<file path="config.mk">
export PLATFORM = sky130hd
export DESIGN_NAME = thresh_bank
export DESIGN_NICKNAME = d
export VERILOG_FILES = /design/src/rtl/thresh_pkg.sv /design/src/rtl/thresh_sync.sv /design/src/rtl/thresh_ctrl.sv /design/src/rtl/thresh_regs.sv /design/src/rtl/thresh_bank.sv
export SDC_FILE = /design/constraint.sdc
export NUM_CORES = 1
export LEC_CHECK = 0
export BUFFER_PORTS_ARGS = -buffer_cell sky130_fd_sc_hd__buf_2
export CAP_MARGIN = 10
export CORE_AREA = 10 10 126 128
export DETAILED_ROUTE_END_ITERATION = 6
export DIE_AREA = 0 0 136 138
export GPL_ROUTABILITY_DRIVEN = 0
export PLACE_DENSITY = 0.74
export SYNTH_ARGS = -nofsm -noshare
export SYNTH_HDL_FRONTEND = slang
export SYNTH_SLANG_ARGS = --single-unit
</file>
<file path="constraint.sdc">
create_clock -name clk -period 2.5 [get_ports clk]
set_clock_uncertainty 0.1 [all_clocks]
set_input_delay 0.5 -clock clk [delete_from_list [all_inputs] [get_ports clk]]
set_output_delay 0.5 -clock clk [all_outputs]
set_load 0.01 [all_outputs]
</file>
<file path="src/rtl/thresh_pkg.sv">
package thresh_pkg;
  typedef struct packed {
    logic shiftEn;
    logic readLoad;
    logic readShift;
    logic commit;
    logic clearFrame;
  } ctrlStrobes_t;
endpackage

</file>
<file path="src/rtl/thresh_sync.sv">
module thresh_sync #(
  parameter logic RESET_VAL = 1'b0
) (
  input  logic clk,
  input  logic rstN,
  input  logic asyncIn,
  output logic syncOut,
  output logic syncPrev
);
  logic [1:0] stages;
  always_ff @(posedge clk or negedge rstN) begin
    if (!rstN) begin
      stages   <= {2{RESET_VAL}};
      syncPrev <= RESET_VAL;
    end else begin
      stages   <= {stages[0], asyncIn};
      syncPrev <= stages[1];
    end
  end
  assign syncOut = stages[1];
endmodule

</file>
<file path="src/rtl/thresh_ctrl.sv">
module thresh_ctrl
  import thresh_pkg::*;
#(
  parameter int FRAME_BITS = 12,
  parameter int HDR_BITS   = 5
) (
  input  logic         clk,
  input  logic         rstN,
  input  logic         serClk,
  input  logic         serDin,
  input  logic         serStrobeN,
  output logic         dinSync,
  output ctrlStrobes_t strobes
);
  localparam int CNT_W = $clog2(FRAME_BITS + 2);

  logic sClk, clkPrev, sStrb, strbPrev, dinPrev;
  logic [CNT_W-1:0] bitCnt;
  logic clkRise, strbRise, strbFall, frameOn;

  thresh_sync #(.RESET_VAL(1'b0)) u_clkSync (
    .clk(clk), .rstN(rstN), .asyncIn(serClk), .syncOut(sClk), .syncPrev(clkPrev));
  thresh_sync #(.RESET_VAL(1'b1)) u_strbSync (
    .clk(clk), .rstN(rstN), .asyncIn(serStrobeN), .syncOut(sStrb), .syncPrev(strbPrev));
  thresh_sync #(.RESET_VAL(1'b0)) u_dinSync (
    .clk(clk), .rstN(rstN), .asyncIn(serDin), .syncOut(dinSync), .syncPrev(dinPrev));

  assign clkRise  = sClk & ~clkPrev;
  assign strbRise = sStrb & ~strbPrev;
  assign strbFall = ~sStrb & strbPrev;
  assign frameOn  = ~sStrb;

  always_comb begin
    strobes.shiftEn    = clkRise & frameOn & (bitCnt < CNT_W'(FRAME_BITS));
    strobes.readLoad   = strobes.shiftEn & (bitCnt == CNT_W'(HDR_BITS - 1));
    strobes.readShift  = strobes.shiftEn & (bitCnt >= CNT_W'(HDR_BITS));
    strobes.commit     = strbRise & (bitCnt == CNT_W'(FRAME_BITS));
    strobes.clearFrame = strbRise | strbFall;
  end

  always_ff @(posedge clk or negedge rstN) begin
    if (!rstN)
      bitCnt <= '0;
    else if (strbFall)
      bitCnt <= '0;
    else if (clkRise && frameOn && bitCnt <= CNT_W'(FRAME_BITS))
      bitCnt <= bitCnt + 1'b1;
  end
endmodule

</file>
<file path="src/rtl/thresh_regs.sv">
module thresh_regs
  import thresh_pkg::*;
#(
  parameter int          NUM_CH     = 16,
  parameter int          CODE_W     = 7,
  parameter int          ADDR_W     = 4,
  parameter int          RESET_CODE = 64
) (
  input  logic                     clk,
  input  logic                     rstN,
  input  logic                     dinSync,
  input  ctrlStrobes_t             strobes,
  output logic                     serDout,
  output logic [NUM_CH*CODE_W-1:0] thrCodes
);
  localparam int FRAME_W = 1 + ADDR_W + CODE_W;

  logic [FRAME_W-1:0] frameSr, srNext;
  logic [CODE_W-1:0]  bank [NUM_CH];
  logic [CODE_W-1:0]  readReg, readSel;
  logic [ADDR_W-1:0]  hdrAddr, wrAddr;
  logic               hdrRead, wrDir;

  assign srNext  = {frameSr[FRAME_W-2:0], dinSync};
  assign hdrAddr = srNext[ADDR_W-1:0];
  assign hdrRead = ~srNext[ADDR_W];
  assign wrDir   = frameSr[FRAME_W-1];
  assign wrAddr  = frameSr[FRAME_W-2 -: ADDR_W];
  assign readSel = (32'(hdrAddr) < NUM_CH) ? bank[hdrAddr] : '0;

  always_ff @(posedge clk or negedge rstN) begin
    if (!rstN)
      frameSr <= '0;
    else if (strobes.shiftEn)
      frameSr <= srNext;
  end

  for (genvar ch = 0; ch < NUM_CH; ch++) begin : g_chan
    always_ff @(posedge clk or negedge rstN) begin
      if (!rstN)
        bank[ch] <= CODE_W'(RESET_CODE);
      else if (strobes.commit && wrDir && wrAddr == ADDR_W'(ch))
        bank[ch] <= frameSr[CODE_W-1:0];
    end
    assign thrCodes[ch*CODE_W +: CODE_W] = bank[ch];
  end

  always_ff @(posedge clk or negedge rstN) begin
    if (!rstN)
      readReg <= '0;
    else if (strobes.clearFrame)
      readReg <= '0;
    else if (strobes.readLoad)
      readReg <= hdrRead ? readSel : '0;
    else if (strobes.readShift)
      readReg <= {readReg[CODE_W-2:0], 1'b0};
  end

  assign serDout = readReg[CODE_W-1];
endmodule

</file>
<file path="src/rtl/thresh_bank.sv">
module thresh_bank
  import thresh_pkg::*;
#(
  parameter int NUM_CH     = 16,
  parameter int CODE_W     = 7,
  parameter int RESET_CODE = 64
) (
  input  logic                     clk,
  input  logic                     rstN,
  input  logic                     serClk,
  input  logic                     serDin,
  input  logic                     serStrobeN,
  output logic                     serDout,
  output logic [NUM_CH*CODE_W-1:0] thrCodes
);
  localparam int ADDR_W     = $clog2(NUM_CH);
  localparam int HDR_BITS   = 1 + ADDR_W;
  localparam int FRAME_BITS = HDR_BITS + CODE_W;

  ctrlStrobes_t strobes;
  logic         dinSync;

  thresh_ctrl #(.FRAME_BITS(FRAME_BITS), .HDR_BITS(HDR_BITS)) u_ctrl (
    .clk(clk), .rstN(rstN), .serClk(serClk), .serDin(serDin),
    .serStrobeN(serStrobeN), .dinSync(dinSync), .strobes(strobes));

  thresh_regs #(.NUM_CH(NUM_CH), .CODE_W(CODE_W), .ADDR_W(ADDR_W),
                .RESET_CODE(RESET_CODE)) u_regs (
    .clk(clk), .rstN(rstN), .dinSync(dinSync), .strobes(strobes),
    .serDout(serDout), .thrCodes(thrCodes));
endmodule

</file>
==> impl_metrics.yaml, run 1 <==
setup_path:
  worstPathCellList: "inv_1, ha_1, nand3_2, or3_1, or3_1, mux2_4"
  crit_path_start_kind: "flop"
  crit_type: "reg2reg"
  critical-path-top-cell-by-count: "sky130_fd_sc_hd__or3_1"
  critical_path.max_stage_delay_ns: 0.56
  critPathMaxFanout: 7
  crit_family: "simple AND/OR/NAND/NOR gates"
  crit_slowest_cell: "sky130_fd_sc_hd__or3_1"
  worst_ep_required_time_ns: 2.71
  worst_setup_path_startpoint: "u_ctrl.bitCnt[0]"
  critical_path_arrival_ns: 2.61
  worstSetupEndpointType: "flop"
  r2r-start: "u_ctrl.bitCnt[0]"
  critPathBufInv: 1
route:
  detailedRoute.firstPassIterationCount: 4
  route.final.wire_length_um: 17300
  vias: 4177
  detail_route.drc_violations: 0
  route.detailed.vias_per_inst: 5.569
  avgRoutedWirePerCell_um: 23.07
  drt_iter0_markers: 178
  ant_nets: 0
hold_path:
  holdCritPathClass: "in2reg"
  worstHoldStart: "serStrobeN"
cts:
  cts-root-to-sink-buffers: 2
  cts_htree_levels: 4
  clock-sinks: 143
  cts_tree: "built"
  numCtsBuffers: 17
  insertion_delay_of_the_later_clocked_pin_in_the_worst_skew_pair_ns: 0.43
  cts.root.buffer_cell: "sky130_fd_sc_hd__clkbuf_16"
  cts.repair_timing.setup_buffer_count: 0
  worst_setup_hold_path_clk_slew_ns: 0.06
global_routing:
  first_global_vias: 4645
  grt_util_all_layers: 0.1907
  grt_overflow_total: 0
  grt_max_degree: 56
  wire_length_of_the_first_global_routing_pass_um: 27370
  initial_antenna_violation_count: 0
logic_synthesis:
  synth_compound_area_frac: 0.01831
  post_synth_and_or_nand_nor_area_fraction: 0.04749
  synthXorXnorAreaFrac: 0.002670
  synth-warning-count: 0
  syn-cell-area_sq_mm: 0.006560
  post_synthesis_sequential_element_count: 143
  syn_nets: 440
  yosys.area_share.adder: 0.01144
  synth_seq_area_share: 0.5491
  post_synth_num_cell_types: 36
  fraction_of_synthesized_area_in_multiplexers: 0.3487
  synth_top_family_by_area: "multiplexers"
  syn-instance-count: 429
  synthesis.area_per_instance_sq_um: 15.29
cells_and_area:
  fill_cells: 1049
  antenna-diode-count: 0
  syn2layout_area_growth_pct: 23.96
  area.sequential_sq_mm: 0.003603
  fin_nets: 568
  cell_area_after_layout_sq_mm: 0.008132
  layout-drive-gt1-share: 0.6246
  multi_input_area_sq_mm: 0.002831
  most_common_cell_after_layout_fill_and_taps_aside: "sky130_fd_sc_hd__dfrtp_1"
  layout.cells.most_common_list: "sky130_fd_sc_hd__dfrtp_1 (123), sky130_fd_sc_hd__buf_2 (116), sky130_fd_sc_hd__mux2_2 (113), sky130_fd_sc_hd__mux4_2 (28), sky130_fd_sc_hd__buf_4 (20)"
flow_run:
  maxCapViolCount: 0
pwr:
  max-vdd-ir-drop_mv: 0.3912
  power-per-cell-area_mw_per_mm2: 752.9
  leakagePower_uw: 0.004166
die:
  dieArea_sq_mm: 0.01877
  rows: 43
  die_y_um: 138
  start_util: 0.4858
  ios: 118
  fp.coreArea_sq_mm: 0.01350
  die_x_um: 136
sta:
  worst_slew_pin_slew_ns: 0.7200
  rsz_0062_raised_after_global_routing: "false"
  slew_headroom: 0.5200
  period_utilization: 0.9604
  maxClockFrequency_mhz: 416.5
  final_period_minus_worst_setup_slack_ns: 2.401
  finalSetupViolCount: 0
  timing.final.hold_violations: 0
  timing.final.max_slew_violations: 0
  hold_ws_ns: 0.07488
  timing.setup.tns_ns: 0
status:
  status: "finished clean"
placement:
  dpl.hpwl_um: 12000
  port-buffer-count: 117
  placed_area_sq_mm: 0.007421
cells by family after synthesis:
| logic type | count (synthesis) |
|---|---|
| xor gates and xnor gates | 2 |
| AOI/OAI and AO/OA | 20 |
| muxes | 172 |
| and+or+nand+nor | 51 |
| DFF | 143 |
| adders and majority gates | 6 |
| buffers and inverters | 35 |
cell usage after synthesis, drive strengths merged:
master / number / area share
mux2: 130 / 0.23
dfrtp: 124 / 0.47
mux4: 28 / 0.096
clkbuf: 19 / 0.011
dfstp: 19 / 0.076
nand2: 17 / 0.0097
mux2i: 14 / 0.021
buf: 11 / 0.0086
o21ai: 10 / 0.0076
nor2: 9 / 0.0074
o211ai: 7 / 0.0080
ha: 6 / 0.011
inv: 5 / 0.0029
nor3: 5 / 0.0071
or3: 5 / 0.0048
nand2b: 4 / 0.0038
nand3: 3 / 0.0031
nor3b: 3 / 0.0057
a21oi: 2 / 0.0015
and2: 1 / 0.00095
and3: 1 / 0.00095
nand4: 1 / 0.00095
nand4bb: 1 / 0.0017
o21bai: 1 / 0.0011
or3b: 1 / 0.0013
xnor2: 1 / 0.0013
xor2: 1 / 0.0013
where the power goes:
group	switching, uW	internal (uW)
combinational	307	233
clock	947	1950
sequential	299	2390
total	1550	4570
path summary, 6_finish.rpt:
| check | to | slack (ns) | cells after the start |
|---|---|---|---|
| hold reg to reg | u_ctrl.u_dinSync.stages[1] | 0.25 | 0 |
| max in group asynchronous | u_ctrl.u_strbSync.stages[0] | 1.11 | 3 |
| setup / recovery | u_regs.thrCodes[68] | 0.1 | 6 |
| setup reg to reg | u_regs.thrCodes[68] | 0.1 | 6 |
| min in group asynchronous | u_regs.thrCodes[29] | 0.47 | 2 |
| hold / removal | u_ctrl.u_strbSync.stages[0] | 0.07 | 1 |
registers in the layout, summed over array words and instances, names as in the netlist:
signal and flops:
u_regs.thrCodes 112, u_ctrl.u_dinSync.stages 2, u_ctrl.u_clkSync.syncPrev 1, u_ctrl.bitCnt 4, u_ctrl.u_strbSync.stages 2, u_regs.frameSr 12, u_regs.readReg 7, u_ctrl.u_clkSync.stages 2
u_ctrl.u_strbSync.syncPrev 1
metal layers:
metal / GRT usage / up-vias / routed length [um]
met3: 0.05797 / 28 / 1165
met1: 0.2255 / 2193 / 6902
met5: 0 / - / 0
li1: - / 1833 / -
met2: 0.3096 / 123 / 8745
met4: 0.08918 / 0 / 487
final cells by class:
cell class	instances	area share
clock buffer	22	0.05832
clock inverter	10	0.02539
inverter	5	0.002308
multi-input combinational	251	0.3482
sequential	143	0.4431
tap	180	0.02770
timing repair buffer	139	0.09494
per-stage QoR:
step                utilization  setup WS, ns  power [uW]  std cells
global placement         0.5495        0.1942        3230        717
global route             0.6022       0.03571        6340        750
floorplan                     -        0.3472        3009        429
CTS                      0.6010       0.01359        6162        750
finish                   0.6022       0.09898        6122        750
detailed placement       0.5495       0.01694        3264        717
what timing repair did:
action | in CTS | in global routing
hold buffers | 1 | 0
gates resized for setup | 1 | 3
endpoints found under the hold margin | 33 | 0
gates cloned | 0 | 0
setup endpoints to repair | 3 | 16
worst register-to-register path, stage by stage, from the launching register on:
cell,delay [ns]
sky130_fd_sc_hd__dfrtp_1,0.41
sky130_fd_sc_hd__inv_1,0.13
sky130_fd_sc_hd__ha_1,0.22
sky130_fd_sc_hd__nand3_2,0.12
sky130_fd_sc_hd__or3_1,0.38
sky130_fd_sc_hd__or3_1,0.56
sky130_fd_sc_hd__mux2_4,0.37
Note: power is estimated with default switching activity, not from simulation.
==> run 2, diff against run 1 <==
- CTS_BUF_LIST: unset -> sky130_fd_sc_hd__clkbuf_2 sky130_fd_sc_hd__clkbuf_4 sky130_fd_sc_hd__clkbuf_8
- clock period: 2.5 -> 2.85 ns (I/O delays scaled with it)
==> run 2 against run 1 <==
  * The flow now finishes with violations (hold timing)
  * Cell count decreased by 1.2%
  * Largest cell class unchanged
  * Critical endpoint is now u_regs.thrCodes[96]
  * Setup slack improved by 0.31 ns
  * Critical path type unchanged
  * Power shrank 28%
  * Highest routed layer unchanged
==> impl_metrics.yaml, run 2 (synthesis results as in run 1) <==
status:
  status: "finished with violations"
  violated_checks: "hold timing"
die:
  die_x_um: 136
  rows: 43
  dieArea_sq_mm: 0.01877
  fp.coreArea_sq_mm: 0.01350
  start_util: 0.4858
  ios: 118
  die_y_um: 138
setup_path:
  critical_path_arrival_ns: 2.69
  r2r-start: "u_ctrl.bitCnt[0]"
  worst_setup_path_startpoint: "u_ctrl.bitCnt[0]"
  critical_path.max_stage_delay_ns: 0.49
  crit_type: "reg2reg"
  critPathBufInv: 2
  worstPathCellList: "inv_1, ha_1, nand3_2, nor3_2, nor3b_2, buf_4, mux2_2"
  crit_slowest_cell: "sky130_fd_sc_hd__nor3b_2"
  critPathMaxFanout: 7
  worstSetupEndpointType: "flop"
  crit_family: "simple AND/OR/NAND/NOR gates"
  crit_path_start_kind: "flop"
  worst_ep_required_time_ns: 3.10
flow_run:
  maxCapViolCount: 0
cells_and_area:
  postLayoutCoreUtil: 0.5744
  fill_cells: 1114
  syn2layout_area_growth_pct: 18.23
  largest_register_ff_count: 112
  fin_nets: 559
  most_common_cell_after_layout_fill_and_taps_aside: "sky130_fd_sc_hd__dfrtp_1"
  layout.cells.most_common_list: "sky130_fd_sc_hd__dfrtp_1 (123), sky130_fd_sc_hd__buf_2 (116), sky130_fd_sc_hd__mux2_2 (113), sky130_fd_sc_hd__mux4_2 (28), sky130_fd_sc_hd__dfstp_2 (19)"
  antenna-diode-count: 0
  layout-drive-gt1-share: 0.6203
cts:
  clock-sinks: 143
  numCtsBuffers: 17
  cts-root-to-sink-buffers: 2
  cts.root.buffer_cell: "sky130_fd_sc_hd__clkbuf_8"
  cts_htree_levels: 4
  cts_tree: "built"
  cts_hold_buf: 0
  cts.repair_timing.setup_buffer_count: 0
  worst_setup_hold_path_clk_slew_ns: 0.09
  insertion_delay_of_the_later_clocked_pin_in_the_worst_skew_pair_ns: 0.46
  cts_resized: 0
sta:
  timing.final.max_slew_violations: 0
  timing.final.hold_violations: 4
  timing.setup.tns_ns: 0
  maxClockFrequency_mhz: 409.2
  rsz_0062_raised_after_global_routing: "false"
  final_period_minus_worst_setup_slack_ns: 2.444
  period_utilization: 0.8575
  slew_headroom: 0.5340
  finalSetupViolCount: 0
  worst_slew_pin_slew_ns: 0.6991
  hold_ws_ns: -0.01656
route:
  detail_route.drc_violations: 0
  vias: 4168
  route.final.wire_length_um: 16850
  avgRoutedWirePerCell_um: 22.74
  drt_iter0_markers: 180
  ant_nets: 0
  route.detailed.vias_per_inst: 5.625
  detailedRoute.firstPassIterationCount: 4
global_routing:
  first_global_vias: 4503
  grt_util_all_layers: 0.1837
  initial_antenna_violation_count: 0
  grt_max_degree: 67
  grt_overflow_total: 0
  wire_length_of_the_first_global_routing_pass_um: 26510
pwr:
  max-vdd-ir-drop_mv: 0.3500
  power_uw: 4410
  power-per-cell-area_mw_per_mm2: 568.6
  leakagePower_uw: 0.003979
placement:
  dpl.hpwl_um: 11800
  port-buffer-count: 117
hold_path:
  holdCritPathClass: "in2async"
==> run 2: changes by cell type in the layout (fill, tap and decap cells not counted), moves of 2 or more <==
cell	before	now
sky130_fd_sc_hd__buf_4	20	12
sky130_fd_sc_hd__nor2_2	1	3
sky130_fd_sc_hd__inv_8	0	3
sky130_fd_sc_hd__inv_6	0	4
sky130_fd_sc_hd__clkbuf_16	17	0
sky130_fd_sc_hd__bufinv_16	6	1
sky130_fd_sc_hd__clkbuf_1	2	0
sky130_fd_sc_hd__clkinvlp_4	1	3
sky130_fd_sc_hd__nor2_4	3	1
sky130_fd_sc_hd__clkinv_2	2	0
sky130_fd_sc_hd__clkbuf_8	3	18
sky130_fd_sc_hd__clkinv_4	1	3
==> run 2: path summary, 6_finish.rpt <==
| kind | end | slack [ns] | cells past startpoint |
|---|---|---|---|
| worst max-delay path | u_regs.thrCodes[96] | 0.41 | 7 |
| worst min-delay path | u_regs.thrCodes[85] | -0.02 | 1 |
| worst max register to register | u_regs.thrCodes[96] | 0.41 | 7 |
| worst min register to register | u_ctrl.u_dinSync.stages[1] | 0.26 | 0 |
| max in group asynchronous | u_ctrl.u_strbSync.stages[1] | 1.83 | 2 |
| min in group clk | u_ctrl.u_strbSync.stages[0] | 0.10 | 1 |
==> run 2: final cells by class <==
type / instances / area [sq um] / area share
clock buffer: 18 / 247.7 / 0.03194
clock inverter: 14 / 147.6 / 0.01904
multi-input combinational: 251 / 2811 / 0.3625
timing repair buffer: 130 / 701.9 / 0.09050
sequential: 143 / 3603 / 0.4646
inverter: 5 / 18.77 / 0.002420
tap: 180 / 225.2 / 0.02904
==> run 2: power breakdown <==
group / switching [uW] / internal (uW)
logic: 239 / 196
clock network: 858 / 743
registers: 284 / 2090
total: 1380 / 3030
==> run 2: per-stage QoR <==
step	setup WS (ns)	cell area, sq um	cells	hold WS, ns
detailed placement	0.4168	7361	709	0.2387
CTS	0.4028	7756	741	0.003451
floorplan	0.6972	6560	429	0.1744
global route	0.2046	7756	741	0.01672
global placement	0.4748	7361	709	0.2348
finish	0.4060	7756	741	-0.01656
==> run 2: metal layers <==
metal  wire, um  track usage  part of all wire
met5          0            0                 0
met4        324      0.06730             0.019
met3       1069      0.05362             0.063
met2       8479       0.2948              0.50
met1       6974       0.2293              0.41
==> run 3, diff against run 2 <==
- CORE_AREA: 10 10 126 128 -> 10 10 105 154
- DIE_AREA: 0 0 136 138 -> 0 0 115 164
- PLACE_DENSITY: 0.74 -> 0.73
==> run 3 against run 2 <==
  * The run now ends clean
  * Cell count shrank 2.0%
  * Routed wire length grew 1.7%
  * Count of clock-buffer cells in the layout grew 2
  * Sequential power is essentially flat
  * Utilization grew 0.71 points
  * Global-route usage grew 0.13 points
  * Clock power grew 8%
  * Die area grew 0.49%
==> impl_metrics.yaml, run 3 (synthesis results as in run 1) <==
cts:
  cts_htree_levels: 4
  cts_resized: 0
  clock-sinks: 143
  cts_tree: "built"
  numCtsBuffers: 17
  insertion_delay_of_the_later_clocked_pin_in_the_worst_skew_pair_ns: 0.43
  worst_setup_hold_path_clk_slew_ns: 0.08
  cts_hold_buf: 1
  cts-root-to-sink-buffers: 2
  cts.root.buffer_cell: "sky130_fd_sc_hd__clkbuf_8"
  cts.repair_timing.setup_buffer_count: 0
status:
  status: "finished clean"
setup_path:
  critPathMaxFanout: 7
  crit_type: "reg2reg"
  critical_path_arrival_ns: 2.70
  worst_ep_required_time_ns: 3.07
  r2r-start: "u_ctrl.bitCnt[0]"
  rrSetupSlack_ns: 0.36
  critical_path.reg2reg.endpoint: "u_regs.thrCodes[53]"
  worst_r2r_path_depth: 7
  crit_path_start_kind: "flop"
  worstSetupEndpointType: "flop"
sta:
  period_utilization: 0.8728
  timing.final.hold_violations: 0
  final_period_minus_worst_setup_slack_ns: 2.487
  rsz_0062_raised_after_global_routing: "false"
  post-route-worst-setup-slack_ns: 0.3626
  timing.setup.tns_ns: 0
  worst_slew_pin_slew_ns: 0.7122
  timing.final.max_slew_violations: 0
  maxClockFrequency_mhz: 402.0
  slew_headroom: 0.5252
  finalSetupViolCount: 0
pwr:
  leakagePower_uw: 0.004024
  max-vdd-ir-drop_mv: 0.3478
  power-per-cell-area_mw_per_mm2: 582.5
  power_uw: 4539
route:
  detailedRoute.firstPassIterationCount: 4
  vias: 4173
  ant_nets: 0
  avgRoutedWirePerCell_um: 23.60
  detail_route.drc_violations: 0
  route.detailed.vias_per_inst: 5.748
  route.final.wire_length_um: 17130
  drt_iter0_markers: 186
hold_path:
  holdCritPathClass: "in2reg"
  worstHoldStart: "serStrobeN"
  holdPathStages: 1
  hold_path_end: "u_ctrl.u_strbSync.stages[0]"
cells_and_area:
  most_common_cell_after_layout_fill_and_taps_aside: "sky130_fd_sc_hd__dfrtp_1"
  multi_input_area_sq_mm: 0.002811
  fin_nets: 562
  fill_cells: 1097
  largest_register_ff_count: 112
  syn2layout_area_growth_pct: 18.79
  area.sequential_sq_mm: 0.003603
  postLayoutCoreUtil: 0.5814
  layout.cells.most_common_list: "sky130_fd_sc_hd__dfrtp_1 (123), sky130_fd_sc_hd__buf_2 (116), sky130_fd_sc_hd__mux2_2 (113), sky130_fd_sc_hd__mux4_2 (28), sky130_fd_sc_hd__dfstp_2 (19)"
  layout-drive-gt1-share: 0.6206
  antenna-diode-count: 0
die:
  die_y_um: 164
  fp.coreArea_sq_mm: 0.01340
  ios: 118
  start_util: 0.4895
  dieArea_sq_mm: 0.01886
  die_x_um: 115
  rows: 52
placement:
  dpl.hpwl_um: 12190
  port-buffer-count: 117
  placement.setup.worst_slack_ns: 0.4290
global_routing:
  wire_length_of_the_first_global_routing_pass_um: 26590
  grt_overflow_total: 0
  first_global_vias: 4489
  grt_max_degree: 68
  grt_util_all_layers: 0.1850
  initial_antenna_violation_count: 0
flow_run:
  maxCapViolCount: 0
## run 3: cell type report
| type | instances | area share |
|---|---|---|
| Timing Repair Buffer | 133 | 0.09329 |
| Multi-Input combinational cell | 251 | 0.3608 |
| Clock inverter | 12 | 0.02136 |
| Sequential cell | 143 | 0.4624 |
| Inverter | 5 | 0.002408 |
| Clock buffer | 20 | 0.03372 |
| Tap cell | 162 | 0.02601 |
## run 3: how the worst max path moves through the flow
stage | start | end | slack (ns)
3_3_place_gp | u_ctrl.bitCnt[0] | u_regs.thrCodes[53] | 0.47
4_1_cts | u_ctrl.bitCnt[0] | u_regs.thrCodes[52] | 0.40
2_1_floorplan | u_ctrl.bitCnt[0] | u_regs.thrCodes[63] | 0.70
5_1_grt | u_ctrl.bitCnt[0] | u_regs.thrCodes[53] | 0.21
3_5_place_dp | u_ctrl.bitCnt[0] | u_regs.thrCodes[52] | 0.43
6_report | u_ctrl.bitCnt[0] | u_regs.thrCodes[53] | 0.36
## run 3: routing by layer
layer | GRT usage | routed length, um | vias up
met5 | 0 | 0 | -
met4 | 0.08521 | 498 | 0
met3 | 0.05148 | 929 | 36
met2 | 0.3137 | 9220 | 121
met1 | 0.2102 | 6483 | 2204
li1 | - | - | 1812
## run 3: worst max-delay path, cell delays in order (launching register included)
cell	delay [ns]
sky130_fd_sc_hd__dfrtp_1	0.41
sky130_fd_sc_hd__inv_1	0.12
sky130_fd_sc_hd__ha_1	0.22
sky130_fd_sc_hd__nand3_2	0.11
sky130_fd_sc_hd__nor3_2	0.34
sky130_fd_sc_hd__nand2_1	0.19
sky130_fd_sc_hd__nor2_2	0.48
sky130_fd_sc_hd__mux2_2	0.40
## run 3: where the power goes
group          internal (uW)  total (uW)  leakage (uW)  switching, uW
sequential              2090        2360       0.00190            266
clock                    988        1730      0.000223            742
combinational            192         452       0.00190            260
total                   3270        4540       0.00402           1270
## run 3: stage by stage
stage                     hold WS (ns)  cell area (sq um)  std cells
after floorplan                 0.1744               6560        429
after global placement          0.2318               7353        693
after detailed placement        0.2347               7353        693
after CTS                       0.1119               7792        726
after global routing            0.1115               7792        726
final                           0.1374               7792        726
